### src/rtl/mrg_pkg.sv
package mrg_pkg;
    typedef enum logic [1:0] {
        DIR_HOLD = 2'd0,
        DIR_UP   = 2'd1,
        DIR_DOWN = 2'd2
    } ramp_dir_e;
endpackage

### src/rtl/mrg_ramp_ctrl.sv
module mrg_ramp_ctrl
    import mrg_pkg::*;
#(
    parameter int GAIN_W = 16,
    parameter int STEP   = 35
) (
    input  logic              clk,
    input  logic              rst_n,
    input  logic              step_en,
    input  logic              mute_req,
    input  logic [GAIN_W-1:0] vol,
    output logic [GAIN_W-1:0] gain,
    output logic              settled
);
    localparam int EW = GAIN_W + 1;
    localparam logic [EW-1:0] STEP_E = EW'(STEP);

    typedef struct packed {
        logic [GAIN_W-1:0] gain;
    } ramp_st_t;

    ramp_st_t  st_d, st_q;
    ramp_dir_e dir;
    logic [GAIN_W-1:0] target;
    logic [EW-1:0]     up_e, tgt_e, cur_e;

    always_comb begin
        st_d   = st_q;
        target = mute_req ? '0 : vol;
        cur_e  = {1'b0, st_q.gain};
        tgt_e  = {1'b0, target};
        up_e   = cur_e + STEP_E;
        if (st_q.gain < target)      dir = DIR_UP;
        else if (st_q.gain > target) dir = DIR_DOWN;
        else                         dir = DIR_HOLD;
        if (step_en) begin
            unique case (dir)
                DIR_UP:   st_d.gain = (up_e >= tgt_e) ? target : up_e[GAIN_W-1:0];
                DIR_DOWN: st_d.gain = (cur_e <= tgt_e + STEP_E) ? target
                                    : GAIN_W'(cur_e - STEP_E);
                default:  st_d.gain = st_q.gain;
            endcase
        end
    end

    always_ff @(posedge clk or negedge rst_n) begin
        if (!rst_n) st_q <= '0;
        else        st_q <= st_d;
    end

    assign gain    = st_q.gain;
    assign settled = (st_q.gain == target);

    p_hold_r4: assert property (@(posedge clk) disable iff (!rst_n)
        !step_en |=> $stable(gain));
    p_mute_down_r2: assert property (@(posedge clk) disable iff (!rst_n)
        (mute_req && step_en && gain != '0) |=> gain < $past(gain));
    p_step_bound_r5: assert property (@(posedge clk) disable iff (!rst_n)
        step_en |=> ((gain >= $past(gain)) ? ((gain - $past(gain)) <= GAIN_W'(STEP))
                                          : (($past(gain) - gain) <= GAIN_W'(STEP))));
    p_unmute_stop_r3: assert property (@(posedge clk) disable iff (!rst_n)
        (!mute_req && step_en && gain < vol) |=> gain <= $past(vol));
endmodule

### src/rtl/mrg_gain_mult.sv
module mrg_gain_mult #(
    parameter int SAMPLE_W = 24,
    parameter int GAIN_W   = 16,
    parameter int FRAC     = 14
) (
    input  logic                       clk,
    input  logic                       rst_n,
    input  logic                       in_vld,
    input  logic signed [SAMPLE_W-1:0] smp_i,
    input  logic        [GAIN_W-1:0]   gain_i,
    output logic signed [SAMPLE_W-1:0] smp_o,
    output logic                       vld_o
);
    localparam int RW = SAMPLE_W + GAIN_W + 2;
    localparam logic signed [RW-1:0] HALF = RW'(1) << (FRAC - 1);
    localparam logic signed [RW-1:0] MAXV = (RW'(1) << (SAMPLE_W - 1)) - RW'(1);
    localparam logic signed [RW-1:0] MINV = -(RW'(1) << (SAMPLE_W - 1));

    typedef struct packed {
        logic                vld;
        logic [SAMPLE_W-1:0] data;
    } mult_st_t;

    mult_st_t st_d, st_q;
    logic signed [RW-1:0] prod_w, rnd_w, shr_w;

    always_comb begin
        st_d     = st_q;
        prod_w   = RW'(smp_i) * $signed({2'b00, gain_i});
        rnd_w    = prod_w + HALF;
        shr_w    = rnd_w >>> FRAC;
        st_d.vld = in_vld;
        if (in_vld) begin
            if (shr_w > MAXV)      st_d.data = MAXV[SAMPLE_W-1:0];
            else if (shr_w < MINV) st_d.data = MINV[SAMPLE_W-1:0];
            else                   st_d.data = shr_w[SAMPLE_W-1:0];
        end
    end

    always_ff @(posedge clk or negedge rst_n) begin
        if (!rst_n) st_q <= '0;
        else        st_q <= st_d;
    end

    assign smp_o = $signed(st_q.data);
    assign vld_o = st_q.vld;

    p_zero_gain_r7: assert property (@(posedge clk) disable iff (!rst_n)
        (in_vld && gain_i == '0) |=> (smp_o == '0));
    p_out_latency_r6: assert property (@(posedge clk) disable iff (!rst_n)
        in_vld |=> vld_o);
    p_out_hold_r6: assert property (@(posedge clk) disable iff (!rst_n)
        !in_vld |=> (!vld_o && $stable(smp_o)));
endmodule

### src/rtl/mute_ramp_gain.sv
module mute_ramp_gain #(
    parameter int SAMPLE_W = 24,
    parameter int GAIN_W   = 16,
    parameter int FRAC     = 14,
    parameter int STEP     = 35
) (
    input  logic                       clk,
    input  logic                       rst_n,
    input  logic                       smp_vld,
    input  logic signed [SAMPLE_W-1:0] smp_in,
    input  logic        [GAIN_W-1:0]   vol,
    input  logic                       mute_pin,
    input  logic                       mute_sw,
    output logic signed [SAMPLE_W-1:0] smp_out,
    output logic                       out_vld,
    output logic                       settled
);
    logic              mute_req;
    logic [GAIN_W-1:0] gain_w;

    assign mute_req = mute_pin | mute_sw;

    mrg_ramp_ctrl #(.GAIN_W(GAIN_W), .STEP(STEP)) u_ramp (
        .clk     (clk),
        .rst_n   (rst_n),
        .step_en (smp_vld),
        .mute_req(mute_req),
        .vol     (vol),
        .gain    (gain_w),
        .settled (settled)
    );

    mrg_gain_mult #(.SAMPLE_W(SAMPLE_W), .GAIN_W(GAIN_W), .FRAC(FRAC)) u_mult (
        .clk   (clk),
        .rst_n (rst_n),
        .in_vld(smp_vld),
        .smp_i (smp_in),
        .gain_i(gain_w),
        .smp_o (smp_out),
        .vld_o (out_vld)
    );

    p_either_mute_r1: assert property (@(posedge clk) disable iff (!rst_n)
        ((mute_pin ^ mute_sw) && smp_vld && gain_w != '0) |=> gain_w < $past(gain_w));
endmodule

### config.mk
export PLATFORM = sky130hd
export DESIGN_NAME = mute_ramp_gain
export DESIGN_NICKNAME = d
export VERILOG_FILES = /design/src/rtl/mrg_pkg.sv /design/src/rtl/mrg_ramp_ctrl.sv /design/src/rtl/mrg_gain_mult.sv /design/src/rtl/mute_ramp_gain.sv
export SDC_FILE = /design/constraint.sdc
export NUM_CORES = 1
export LEC_CHECK = 0
export BUFFER_PORTS_ARGS = -buffer_cell sky130_fd_sc_hd__buf_2
export CAP_MARGIN = 20
export CORE_MARGIN = 2
export CORE_UTILIZATION = 45
export CTS_BUF_LIST = sky130_fd_sc_hd__clkbuf_8
export CTS_CLUSTER_SIZE = 16
export DETAILED_ROUTE_END_ITERATION = 8
export HOLD_SLACK_MARGIN = 0.1
export PLACE_DENSITY = 0.69
export SYNTH_ARGS = -nofsm -noshare
export SYNTH_HDL_FRONTEND = slang
export SYNTH_SLANG_ARGS = --single-unit
### constraint.sdc
create_clock -name clk -period 8.25 [get_ports clk]
set_input_delay 1.65 -clock clk [delete_from_list [all_inputs] [get_ports clk]]
set_output_delay 1.65 -clock clk [all_outputs]
set_load 0.02 [all_outputs]
==> results of run 1 <==
cells in the mapped netlist, types with 13 or more instances:
cell type,instances
inv_1,519
fa_1,380
and2_1,246
nand2_1,201
ha_1,172
clkbuf_1,77
nor2_1,61
a21oi_1,57
o21ai_0,44
dfrtp_1,41
xnor2_1,41
xor2_1,23
a221o_1,21
nor3_1,21
nand3_1,20
a211oi_1,19
a21o_1,19
nand4_1,19
nor2b_1,13
logic make-up after synthesis:
group	count (synthesis)	share of synthesized area, %
buffers and inverters	614	12.6
adder cells (fa/ha/maj)	552	52.3
multiplexers	12	0.671
flip-flops	41	5.50
AO/OA/AOI/OAI	233	8.68
AND/OR/NAND/NOR	622	17.2
XOR/XNOR	65	3.09
repair_timing:
action                     in CTS  in global routing
setup buffers                   0                  1
hold endpoints to repair        0                  0
resized for setup               0                 13
setup endpoints to repair       0                 23
flip-flops by register name, indices dropped and copies added (netlist names):
signal,cells
u_ramp.gain,16
u_mult.smp_o,24
u_mult.vld_o,1
worst register-to-register path, cell delays in order (launching register included):
cell      delay (ns)
dfrtp_1         1.00
buf_4           0.36
nand2_1         0.10
fa_1            0.43
inv_1           0.27
fa_1            0.50
buf_4           0.17
fa_1            0.50
inv_1           0.06
fa_1            0.50
inv_1           0.05
fa_1            0.51
fa_1            0.41
ha_1            0.32
inv_1           0.08
or3_1           0.41
nor4_2          0.28
o21ai_0         0.13
o21ai_1         0.24
xor2_1          0.13
nand2b_1        0.22
o311a_2         0.46
a221o_1         0.29
layer usage:
metal / track usage (%) / part of all wire [%] / vias to the layer above
li1: - / - / 6601
met1: 28.4 / 41 / 7425
met2: 41.1 / 51 / 469
met3: 1.94 / 4.8 / 96
met4: 7.95 / 3.2 / 0
met5: 0 / 0 / -
placed cells by master, fill, tap and decap left out, types with 9 or more instances in the layout:
cell type  instances
a221o_1           21
buf_2             68
nor2_1            60
o21ai_0           43
dfrtp_1           41
inv_1            518
and3_1             9
xor2_1            23
a211oi_1          17
o21a_1             9
nand2_1          200
nor2b_1           13
and2_1           246
nand4_1           19
ha_1             172
xnor2_1           40
nand3_1           20
fa_1             378
a21oi_1           56
buf_4             56
a21o_1            19
nor3_1            21
final cells by class:
type                    instances  area [µm²]  area share (%)
clock inverters                 2        13.8          0.0692
multi-input cells            1485       15400            77.2
clock buffers                   6        82.6           0.415
inverters                     520        1960            9.83
repair buffers                127         796            4.00
well taps                     532         666            3.35
flip-flops and latches         41        1030            5.16
stage by stage:
step	setup slack, ns	util, %	area, µm²	hold slack, ns	instances
6_report	0.340	48.6	19900	0.521	2713
5_1_grt	0.0163	48.6	19900	0.533	2713
4_1_cts	0.255	48.4	19800	0.525	2710
3_5_place_dp	-0.0438	48.1	19700	0.505	2702
3_3_place_gp	0.108	48.1	19700	0.501	2702
2_1_floorplan	0.217	-	18700	0.623	2139
worst paths after layout:
path / start / to / slack [ns] / cells after the start
max: smp_in[23] / u_mult.smp_o[7] / 0.34 / 22
min: u_mult.smp_o[2] / u_mult.smp_o[2] / 0.52 / 1
max reg2reg: u_ramp.gain[10] / u_mult.smp_o[7] / 0.70 / 22
min reg2reg: u_mult.smp_o[2] / u_mult.smp_o[2] / 0.52 / 1
max in group asynchronous: rst_n / u_mult.smp_o[14] / 6.45 / 2
min in group asynchronous: rst_n / u_ramp.gain[11] / 1.29 / 1
==> metrics.md, run 1 <==
| Metric | Value |
|---|---|
| Run status | `complete, no violations` |
| Clock slew seen by the registers of the worst setup and hold paths | `roughly 0.08 ns` |
| Largest net degree at the start of global routing | `42` |
| Delay-heaviest family, CP | `adder cells` |
| Most used DFF post-synth | `dfrtp_1` |
| Clock Skew | `between 0.015 and 0.02 ns` |
| Routed vias/inst | `about 5.4` |
| Fill count | `between 3k and 4k` |
| CP Data Required Time | `between 8 and 9 ns` |
| Average cell area after synthesis | `between 8 and 9 µm²` |
| Clock root cell | `clkbuf_8` |
| Fraction of registers with async set/reset | `between 90% and 100%` |
| TritonCTS Sinks | `a little over 40` |
| DRT iter0 DRCs | `roughly 810` |
| TritonCTS clock tree | `built` |
| Cts hold-fix bufs | `0` |
| Total grt overflow | `0` |
| Port bufs | `70` |
| Chip Width | `208 µm` |
| Synthesized area | `~19000 µm²` |
| Top area cells in the synthesized netlist | `fa_1, ha_1, inv_1, and2_1, dfrtp_1` |
| Final Critical Period | `around 7.9 ns` |
| Clock Latency Late Sink | `0.32 ns` |
| Yosys warnings | `0` |
| Area leader, netlist | `fa_1` |
| GP Congestion | `roughly 0.9` |
| Rel. slew slack | `between 30 and 40%` |
| H-tree level count | `2` |
| Routed Antenna Nets | `0` |
| Initial antenna violation count | `0` |
| First-pass GRT wire length | `about 80000 µm` |
| Post-synthesis sequential area ratio | `~5.5%` |
| Crit path top cell by count | `fa_1` |
| TritonCTS buffer count | `5` |
| CP max-delay cell | `fa_1` |
| Max Buffers Root-to-Sink | `2` |
| # Max-Cap Violations | `0` |
| Yosys reg bits | `between 40 and 50` |
| Min-Delay Path Class | `reg -> reg` |
| Die Ht | `roughly 210 µm` |
| Num rows | `74` |
| Initial core utilization | `45.6%` |
| Cells after Synth | `between 2k and 2.5k` |
| P&R area growth vs syn | `6.59%` |
| Number of global-route vias before repair | `roughly 16k` |
| Avg WL per Cell | `17.3 µm` |
| Max Clock Freq | `between 100 and 150 MHz` |
| RSZ-0062 raised after global routing | `false` |
| Final #Nets | `2777` |
| Post-synth EDFFs | `0` |
| CP Buf/Inv Count | `6` |
| Die area | `approximately 43000 µm²` |
| Synth top area share | `about 40%` |
| ANT cells | `0` |
| Final Setup Violations | `0` |
| Worst-margin pin slew | `1.04 ns` |
| Worst EP arrival | `roughly 8.1 ns` |
| Slew Viols, Final | `0` |
| GR Util All Layers | `a little under a quarter` |
| HPWL after DPL | `slightly below 40000 µm` |
| Via Count | `14.6k` |
| Layout cell share with drive strength beyond 1 | `about 7.4%` |
| Final hold violation count | `0` |
| Crit-path cells | `clkbuf_4 > nand2_1 > fa_1 > inv_1 > fa_1 > buf_4 > fa_1 > inv_1 > fa_1 > inv_1 > fa_1 > fa_1 > ha_1 > inv_1 > or3_1 > nor4_2 > o21ai_0 > o21ai_1 > xor2_1 > nand2b_1 > o311a_2 > a221o_1` |
| Post-Route Setup TNS | `0 ns` |
| WS Path Type | `in -> reg` |
| Critical path endpoint category | `register` |
| Worst path max stage delay | `between 0.5 and 0.6 ns` |
| Routed Wire Length | `between 40000 and 50000 µm` |
| TritonRoute pass-1 iters | `7` |
| Core area | `about 40000 µm²` |
| DRC violations left | `0` |
| CP max FO | `16` |
| Boundary Pins | `between 70 and 80` |
| Syn nets | `around 2.7k` |
| Crit share post-route | `between 90% and 100%` |
| Critical path startpoint category | `input port` |
| Distinct cells, synth | `62` |
Power of run 1 is not shown: default switching activity piles up to over one toggle a cycle in this logic, so the estimate is an artifact.
==> run 2, diff against run 1 <==
- CTS_BUF_LIST: sky130_fd_sc_hd__clkbuf_8 -> unset
==> run 2 against run 1 <==
Cell count rose by 0.15%. Clock skew fell by 0.0078 ns. Sequential cell count did not move. Setup slack got worse by 0.080 ns. Clock-buffer cell count did not move. Via count rose by 0.43%. Utilization rose by 0.27 points. Sequential share of layout area barely moved. Register-to-register slack got worse by 0.08 ns. Critical path type unchanged. Non-clock buffer count rose by 1. Cell area rose by 0.55%.
==> metrics.md, run 2 (same netlist as run 1, synthesis figures left out) <==
| Metric | Value |
|---|---|
| Number of global-route vias before repair | `between 15k and 20k` |
| WHS | `slightly above 0.5 ns` |
| Crit share post-route | `around 97%` |
| Max reg flops | `24` |
| Most common cell after layout, fill and taps aside | `inv_1` |
| TritonCTS clock tree | `built` |
| Largest net degree at the start of global routing | `42` |
| Avg WL per Cell | `roughly 17 µm` |
| Num rows | `74` |
| Commonest non-fill, non-tap cells in the layout | `inv_1, fa_1, and2_1` |
| Run status | `complete, no violations` |
| Clock root cell | `clkbuf_16` |
| HPWL after DPL | `around 39000 µm` |
| Final #Nets | `around 2.8k` |
| Critical path endpoint category | `register` |
| H-tree level count | `2` |
| Critical path destination | `u_mult.smp_o[22]` |
| Rel. slew slack | `a little under a third` |
| Routed vias/inst | `about 5.4` |
| Setup ws final | `~0.26 ns` |
| Max Clock Freq | `125 MHz` |
| Slew Viols, Final | `0` |
| First-pass GRT wire length | `about 80000 µm` |
| Layout cell share with drive strength beyond 1 | `under 10%` |
| Port bufs | `70` |
| TritonCTS buffer count | `5` |
| DRC violations left | `0` |
| Final Setup Violations | `0` |
| Chip Width | `between 200 and 250 µm` |
| Final instance area | `roughly 20000 µm²` |
| Worst EP arrival | `8.17 ns` |
| Worst r2r path cells | `22` |
| R2r setup slk | `0.62 ns` |
| Core area | `around 40000 µm²` |
| Initial core utilization | `a little under half` |
| Worst flop-to-flop path endpoint | `u_mult.smp_o[22]` |
| # Max-Cap Violations | `0` |
| Final Critical Period | `7.99 ns` |
| GR Util All Layers | `between 20 and 25%` |
| Worst r2r src | `u_ramp.gain[10]` |
| Boundary Pins | `71` |
| Die Ht | `208 µm` |
| Min-Delay Path Class | `reg -> reg` |
| Final hold violation count | `0` |
| Clock Skew | `around 0.0094 ns` |
| P&R area growth vs syn | `7.17%` |
| Worst-margin pin slew | `about 1.0 ns` |
| TritonCTS Sinks | `between 40 and 50` |
| Routed Antenna Nets | `0` |
| Clock Latency Late Sink | `approximately 0.30 ns` |
| Via Count | `14.7k` |
| Worst Setup SP | `smp_in[23]` |
| TritonRoute pass-1 iters | `7` |
| CP max FO | `16` |
| Max Buffers Root-to-Sink | `2` |
| Total grt overflow | `0` |
| Clock slew seen by the registers of the worst setup and hold paths | `~0.070 ns` |
| Routed Wire Length | `47300 µm` |
| Critical path startpoint category | `input port` |
| Die area | `43100 µm²` |
| DP Area | `around 20000 µm²` |
| GP Congestion | `between 0.9 and 1` |
| WS Path Type | `in -> reg` |
| Cts hold-fix bufs | `0` |
| CP Data Required Time | `about 8.4 ns` |
| Pre-CTS setup slack | `-0.0438 ns` |
| DRT iter0 DRCs | `between 800 and 900` |
| Initial antenna violation count | `1` |
-- run 2: through the flow --
step	instances	setup TNS (ns)	utilization, %
after global routing	2716	-0.0434	48.9
after floorplan	2139	0	-
final	2717	0	48.9
after CTS	2710	0	48.5
after global placement	2702	0	48.1
after detailed placement	2702	-0.288	48.1
-- run 2: area by class of cell --
class | count | area (µm²)
Tap cell | 532 | 666
Antenna cell | 2 | 5.00
Timing Repair Buffer | 128 | 801
Fill cell | 3875 | 20900
Inverter | 520 | 1960
Clock buffer | 6 | 139
Multi-Input combinational cell | 1486 | 15400
Sequential cell | 41 | 1030
Clock inverter | 2 | 13.8
-- run 2: worst min path at each step --
stage	from	end	depth (start not counted)
after floorplan	u_mult.smp_o[23]	u_mult.smp_o[23]	2
after global placement	u_mult.smp_o[11]	u_mult.smp_o[11]	1
after detailed placement	u_mult.smp_o[5]	u_mult.smp_o[5]	1
after CTS	u_mult.smp_o[9]	u_mult.smp_o[9]	1
after global routing	u_mult.smp_o[2]	u_mult.smp_o[2]	1
final	u_mult.smp_o[9]	u_mult.smp_o[9]	1
-- run 2: layer usage --
| metal | vias up | share of wire, % | GRT usage, % |
|---|---|---|---|
| li1 | 6623 | - | - |
| met2 | 483 | 51 | 41.2 |
| met4 | 0 | 3.3 | 8.29 |
| met1 | 7444 | 41 | 28.2 |
| met3 | 104 | 5.2 | 2.24 |
| met5 | - | 0 | 0 |
-- run 2: worst max-delay path, stage by stage --
cell and delay, ns:
buf_4 0.19, nand2_1 0.16, fa_1 0.54, inv_1 0.28
fa_1 0.50, buf_4 0.17, fa_1 0.50, inv_1 0.06
fa_1 0.50, inv_1 0.05, fa_1 0.51, fa_1 0.41
ha_1 0.32, inv_1 0.09, or3_1 0.41, nor4_2 0.29
o21ai_0 0.13, o21ai_1 0.24, xor2_1 0.13, nand2b_2 0.26
o311a_4 0.44, a311o_1 0.33
-- run 2: what timing repair did --
action	in CTS	in global routing
endpoints found under the setup margin	0	23
resized for setup	0	18
setup buffers	0	2
Power of run 2 is left out for the same reason.
